[src/rtl/flags_push_unit.sv]
module flags_push_unit #(
  parameter int SP_W = 64
) (
  input  logic            clk,
  input  logic            rst_n,
  input  logic            req_i,
  input  logic [63:0]     flags_i,
  input  logic [1:0]      mode_i,
  input  logic [1:0]      opsize_i,
  input  logic            vme_i,
  input  logic [SP_W-1:0] sp_i,
  output logic [63:0]     img_o,
  output logic [3:0]      nbytes_o,
  output logic [SP_W-1:0] sp_o,
  output logic            wr_o,
  output logic            gp_o
);
  localparam int B_IF = 9, B_IOPL = 12, B_RF = 16, B_VM = 17, B_VIF = 19;

  logic        in_v86, in_long, word_op, low_priv, subst, fault;
  logic [3:0]  nb;
  logic [63:0] edited, width_mask;

  assign in_v86   = (mode_i == 2'd2);
  assign in_long  = (mode_i == 2'd3);
  assign word_op  = (opsize_i == 2'd0);
  assign low_priv = (flags_i[B_IOPL+1:B_IOPL] != 2'b11);
  assign subst    = in_v86 && low_priv && vme_i && word_op;
  assign fault    = in_v86 && low_priv && !(vme_i && word_op);
  assign nb       = word_op ? 4'd2 : (in_long ? 4'd8 : 4'd4);
  assign width_mask = word_op ? 64'h0000_0000_0000_FFFF :
                      (in_long ? '1 : 64'h0000_0000_FFFF_FFFF);

  always_comb begin
    edited = flags_i;
    edited[B_VM] = 1'b0;
    edited[B_RF] = 1'b0;
    if (subst) begin
      edited[B_IF] = flags_i[B_VIF];
      edited[B_IOPL+1:B_IOPL] = 2'b11;
    end
    edited = edited & width_mask;
  end

  always_ff @(posedge clk) begin
    if (!rst_n) begin
      img_o <= '0; nbytes_o <= '0; sp_o <= '0; wr_o <= 1'b0; gp_o <= 1'b0;
    end else begin
      wr_o <= req_i && !fault;
      gp_o <= req_i && fault;
      if (req_i) begin
        if (fault) begin
          img_o    <= '0;
          nbytes_o <= '0;
          sp_o     <= sp_i;
        end else begin
          img_o    <= edited;
          nbytes_o <= nb;
          sp_o     <= sp_i - SP_W'(nb);
        end
      end
    end
  end
endmodule

[config.mk]
export PLATFORM = sky130hd
export DESIGN_NAME = flags_push_unit
export DESIGN_NICKNAME = d
export VERILOG_FILES = /design/src/rtl/flags_push_unit.sv
export SDC_FILE = /design/constraint.sdc
export NUM_CORES = 1
export LEC_CHECK = 0
export ABC_AREA = 1
export BUFFER_PORTS_ARGS = -buffer_cell sky130_fd_sc_hd__buf_2
export CORE_MARGIN = 5
export CORE_UTILIZATION = 55
export CTS_BUF_LIST = sky130_fd_sc_hd__clkbuf_2 sky130_fd_sc_hd__clkbuf_4 sky130_fd_sc_hd__clkbuf_8
export DETAILED_ROUTE_END_ITERATION = 10
export PLACE_DENSITY_LB_ADDON = 0.25
export SLEW_MARGIN = 15
export SYNTH_ARGS = -nofsm -noshare
export SYNTH_HDL_FRONTEND = slang
export SYNTH_SLANG_ARGS = --single-unit
[constraint.sdc]
create_clock -name clk -period 5.82 [get_ports clk]
set_clock_uncertainty 0.1 [all_clocks]
set_input_delay 0.291 -clock clk [delete_from_list [all_inputs] [get_ports clk]]
set_output_delay 0.291 -clock clk [all_outputs]
set_load 0.03 [all_outputs]
# == Yosys cells after proc, flatten, opt, wreduce, memory -nomap -nowiden ==
# Cells that the tools add are included.
# op_classes
addsub,1
n_mul,0
div_mod_pow,0
n_lt_le_gt_ge,0
eq_ne,3
shift,0
mux,9
n_bitwise,1
n_reduce_logical,10
# ops
cell,count
2-to-1 mux 64 bit,4
AND 64 bit,1
subtractor 64 x 4 -> 64 bit,1
2-to-1 mux 4 bit,3
logical AND 1 bit,7
== test 2 bit (second input constant),2
logical NOT 1 bit,2
logical NOT 2 bit,1
2-to-1 mux 2 bit,1
inequality test 2 bit (second input constant),1
2-to-1 mux 1 bit,1
# word_totals
register_bits,134
latch_bits,0
mem_bits_rw,0
romBits,0
inputBits,136
out_inout_bits,134
memories,0

# == Longest topological paths before layout ==
# depth
depth_word,7
ltp_mapped,16

# == Worst setup path after synthesis ==
# OpenSTA, ideal clock, no wires.
# synth_path
path_type,input port to flip-flop
startpoint,input port opsize_i[0]
endpoint,register sp_o[57]
arrival_time_ns,1.953
t_required_ns,5.607
setup_slack_ns,3.654
stages,14
n_path_buf,0
path_cell_list,inv_1 nand2_1 o21ai_0 fa_1 nand2_1 nand2_1 nor2_2 nand2_4 nor2_4 nand3_1 nand2_1 nand2_1 o21ai_1 inv_1
# synth_via
elab_chain_len,5
elab_cells_between_ends,7
classes_between,add/sub: 1; mux: 2; reduce/logical: 4
# synth_rtl
item,line_no,rtl
"start, declared",9,"input logic [1:0] opsize_i,"
logical NOT 2 bit *,26,assign word_op = (opsize_i == 2'd0);
"parallel branches: the longest is 3 deep, another holds subtractor 64 x 4 -> 64 bit",--,
2-to-1 mux 64 bit *,52,if (fault) begin
"end signal, assigned",55,sp_o <= sp_i;
"end signal, assigned",59,sp_o <= sp_i - SP_W'(nb);
"end, declared",14,"output logic [SP_W-1:0] sp_o,"
# Mark *: on every way between the ends.
# A chain may end at the register's enable or synchronous reset.

# == Final worst setup path ==
# layout_path
startpoint,input port opsize_i[0]
endpoint,register sp_o[45]
# The elaborated chain is that of the path after synthesis.

==> metrics.md <==
| Metric | Value |
|---|---|
| Setup bufs post-CTS | 0 |
| Hold endpoint | img_o[55]$_SDFFE_PN0P_ |
| Final period util | 46.4% |
| Hold path cells | 3 |
| # setup viols final | 0 |
| Worst path slowest cell | fa_1 |
| Multi-input logic area | 3770 µm² |
| Slew at the pin with the worst max-slew slack | 0.989 ns |
| Clk pwr share | 35.9% |
| Total global routing overflow | 0 |
| Via count | 8036 |
| Leakage power | 4.63 nW |
| Worst slew margin | 34.1% |
| Mux cell area share after synthesis | 0% |
| Die footprint | 15100 µm² |
| Resized Gates After CTS | 0 |
| CTS Hold Buffers Added | 53 |
| Port buffer count | 264 |
| Max Clock Freq | 371 MHz |
| Post-Synth XOR/XNOR Area | 2.37% |
| Net switching power | 0.000687 W |
| CP endpoint kind | flip-flop |
| Simple-gate area share of the yosys netlist | 39.1% |
| Hold Slack | 0.0207 ns |
| YS warnings | 0 |
| Antenna cells | 0 |
| HP Start | flags_i[55] |
| Hold Path Class | input port to flip-flop |
| CTS root buf | clkbuf_8 |
| Clock Sinks | 131 |
| Reg area | 2620 µm² |
| Synth top area share | 37.3% |
| Largest family of logic cells by synthesized area | simple AND/OR/NAND/NOR gates |
| Area Overhead vs Synth | 32.9% |
| Max Cap Viol | 0 |
| I/O pin count | 270 |
| Pin count of the biggest net entering global routing | 97 |
| Core Box Area | 12600 µm² |
| VDD IR max | 208 µV |
| Filler Cell Count | 1000 |
| Pwr Density | 239 nW/µm² |
| Gate Count Post-Synth | 1068 |
| Setup TNS | 0 ns |
| Worst reg2reg setup slack | 4.98 ns |
| Starting Density | 55.9% |
| CTS HTree Levels | 4 |
| Final #Nets | 1507 |
| GRT Total Usage | 31.6% |
| Synth Area in Compound Gates | 11.2% |
| Syn Std Cell Area | 7030 µm² |
| Chip Width | 123 µm |
| CP max stage delay | 0.48 ns |
| Clk slew on worst S/H paths | 0.08 ns |
| # DRC | 0 |
| DRT Pass-1 Iters | 6 |
| DR iter-0 viols | 634 |
| Status | completed |
| Post-Synth Adder-Cell Area | 0.819% |
| Sequential element share of the synthesized area | 37.3% |
| CTS tree | done |
| GP Congestion | 0.933 |
| Async S/R FF share, synth | 0% |
| Initial antenna violation count | 1 |
| Top-count cell post-synth | nand2_1 |
| Switching Fraction | 30.8% |
| Final min period | 2.70 ns |
| Worst path cell trace | buf_2, inv_1, nand2_1, o21ai_0, fa_1, nand2_1, nand2_1, nor2_2, nand2_4, nor2_4, nand2_2, o21ai_1, nand3_1, nand2_1, inv_1 |
| Crit path DAT | 2.95 ns |
| Predominant post-synthesis flop cell | dfxtp_1 |
| Vias per std cell | 5.19 |
| First-pass GRT wire length | 37300 µm |
| HPWL after DPL | 16900 µm |
| Max clock buf depth | 2 |
| Avg Cell Area, Syn | 6.58 µm² |
| Startpoint Class | input port |
| Die Y | 123 µm |
| Fin. max-slew vios | 0 |
| Synth cell count leaders | 237 x nand2_1, 198 x nor2_1, 131 x dfxtp_1, 111 x inv_1, 97 x nand3_1 |
| Gate power share | 20.6% |
| Routed Wire Length | 24600 µm |
| Antenna viol nets, final | 0 |
| Reg-to-reg endpoint | sp_o[40]$_SDFFE_PN0P_ |
| Yosys top cell by area | dfxtp_1 |
| Most used cell, CP | nand2_1 |
| Number of synthesized register bits | 131 |
| Number of global-route vias before repair | 7594 |
| Worst EP required | 6.07 ns |
| Pint | 0.00154 W |
| Site Rows | 41 |
| Post-synth cell types | 39 |
| Flop pwr share | 43.5% |
| RSZ-0062 raised after global routing | no |
| Synth area leaders | dfxtp_1 37%, nand2_1 13%, nor2_1 11% |
| Worst-path maximum fanout | 16 |
| EDFF count, synth | 0 |
| Worst R2R Start | sp_o[40]$_SDFFE_PN0P_ |
| Final hold vios | 0 |
| Share of layout cells above drive strength 1 | 25.6% |
| Clk_lat worst skew | 0.44 ns |
| Drt wl/cell | 15.9 µm |
| Reg2reg path depth | 4 |
| Total Power | 0.00223 W |
| CTS buffer count | 17 |
| CP Class | input port to flip-flop |
cell families (layout without fill, tap and decap cells):
| kind of cell | Yosys count | after routing |
|---|---|---|
| flip-flops | 131 | 131 |
| adder cells (fa/ha/maj) | 4 | 4 |
| buffers and inverters | 160 | 467 |
| AO/OA/AOI/OAI | 143 | 143 |
| XOR/XNOR | 19 | 19 |
| AND/OR/NAND/NOR | 610 | 610 |
| other | 1 | 3 |
metal layers:
layer / part of all wire, % / track usage [%] / up-vias
met3: 8.9 / 7.18 / 74
met1: 39 / 37.1 / 3570
met2: 48 / 54.5 / 396
li1: - / - / 3994
met5: 0.028 / 0 / -
met4: 4.1 / 15.4 / 2
worst max-delay path by stage:
stage,to,start,cells after the start,slack [ns]
6_report,sp_o[45]$_SDFFE_PN0P_,opsize_i[0],15,3.12
5_1_grt,sp_o[45]$_SDFFE_PN0P_,opsize_i[0],15,2.92
4_1_cts,sp_o[45]$_SDFFE_PN0P_,opsize_i[0],15,3.20
3_5_place_dp,sp_o[45]$_SDFFE_PN0P_,opsize_i[0],15,2.71
3_3_place_gp,sp_o[45]$_SDFFE_PN0P_,opsize_i[0],15,2.74
2_1_floorplan,sp_o[57]$_SDFFE_PN0P_,opsize_i[0],14,3.65
power by group through the flow:
| stage | Clock (W) | Sequential [W] | Combinational, W |
|---|---|---|---|
| 6_report | 0.000801 | 0.000969 | 0.000459 |
| 5_1_grt | 0.000854 | 0.000974 | 0.000495 |
| 4_1_cts | 0.000811 | 0.000968 | 0.000453 |
| 3_5_place_dp | 0 | 0.000988 | 0.000422 |
| 3_3_place_gp | 0 | 0.000986 | 0.000418 |
| 2_1_floorplan | 0 | 0.00109 | 0.000171 |
critical path, delay by kind of cell:
family	cells	cell delay, ns
AND/OR/NAND/NOR	9	1.49
adder cells (fa/ha/maj)	1	0.48
AO/OA/AOI/OAI	2	0.46
buffers and inverters	3	0.21
metrics by stage:
stage | instance area (µm²) | cells | setup WS [ns] | util, %
after floorplan | 7030 | 1070 | 3.65 | -
after global placement | 8410 | 1467 | 2.74 | 66.9
after detailed placement | 8410 | 1467 | 2.71 | 66.9
after CTS | 9340 | 1549 | 3.20 | 74.3
after global routing | 9340 | 1549 | 2.92 | 74.3
final | 9340 | 1549 | 3.12 | 74.3
state kept, by name, indices dropped and copies added, names as in the netlist:
| signal | flops |
|---|---|
| gp_o | 1 |
| img_o | 62 |
| nbytes_o | 3 |
| sp_o | 64 |
| wr_o | 1 |
layout by cell type (no fill, tap or decap), types with 2 or more instances in the layout:
cell type,synthesis,layout
a21oi_1,60,60
a22o_1,14,14
a31oi_1,3,3
and2_1,4,4
buf_2,9,263
buf_4,4,5
bufinv_16,0,3
clkbuf_8,0,19
clkinv_2,0,2
clkinvlp_4,0,3
conb_1,1,3
dfxtp_1,131,131
dlygate4sd3_1,0,53
ha_1,3,3
inv_1,111,111
inv_2,5,5
nand2_1,237,237
nand2_2,11,11
nand2_4,3,3
nand3_1,97,97
nand3_4,2,2
nand3b_1,5,5
nand4_1,15,15
nor2_1,198,198
nor2_2,14,14
nor2_4,14,14
nor3_1,3,3
nor3_2,4,3
o211ai_1,2,2
o21ai_0,53,53
o21ai_1,8,8
xnor2_1,9,9
xor2_1,10,10
final cells by class:
cell class                 count  area share [%]
clock buffer                  20            2.88
clock inverter                 9            1.41
inverter                     117            4.70
multi-input combinational    779            40.4
sequential                   131            28.1
tap                          172            2.31
timing repair buffer         321            20.2
Power figures use the tool's default switching activity.
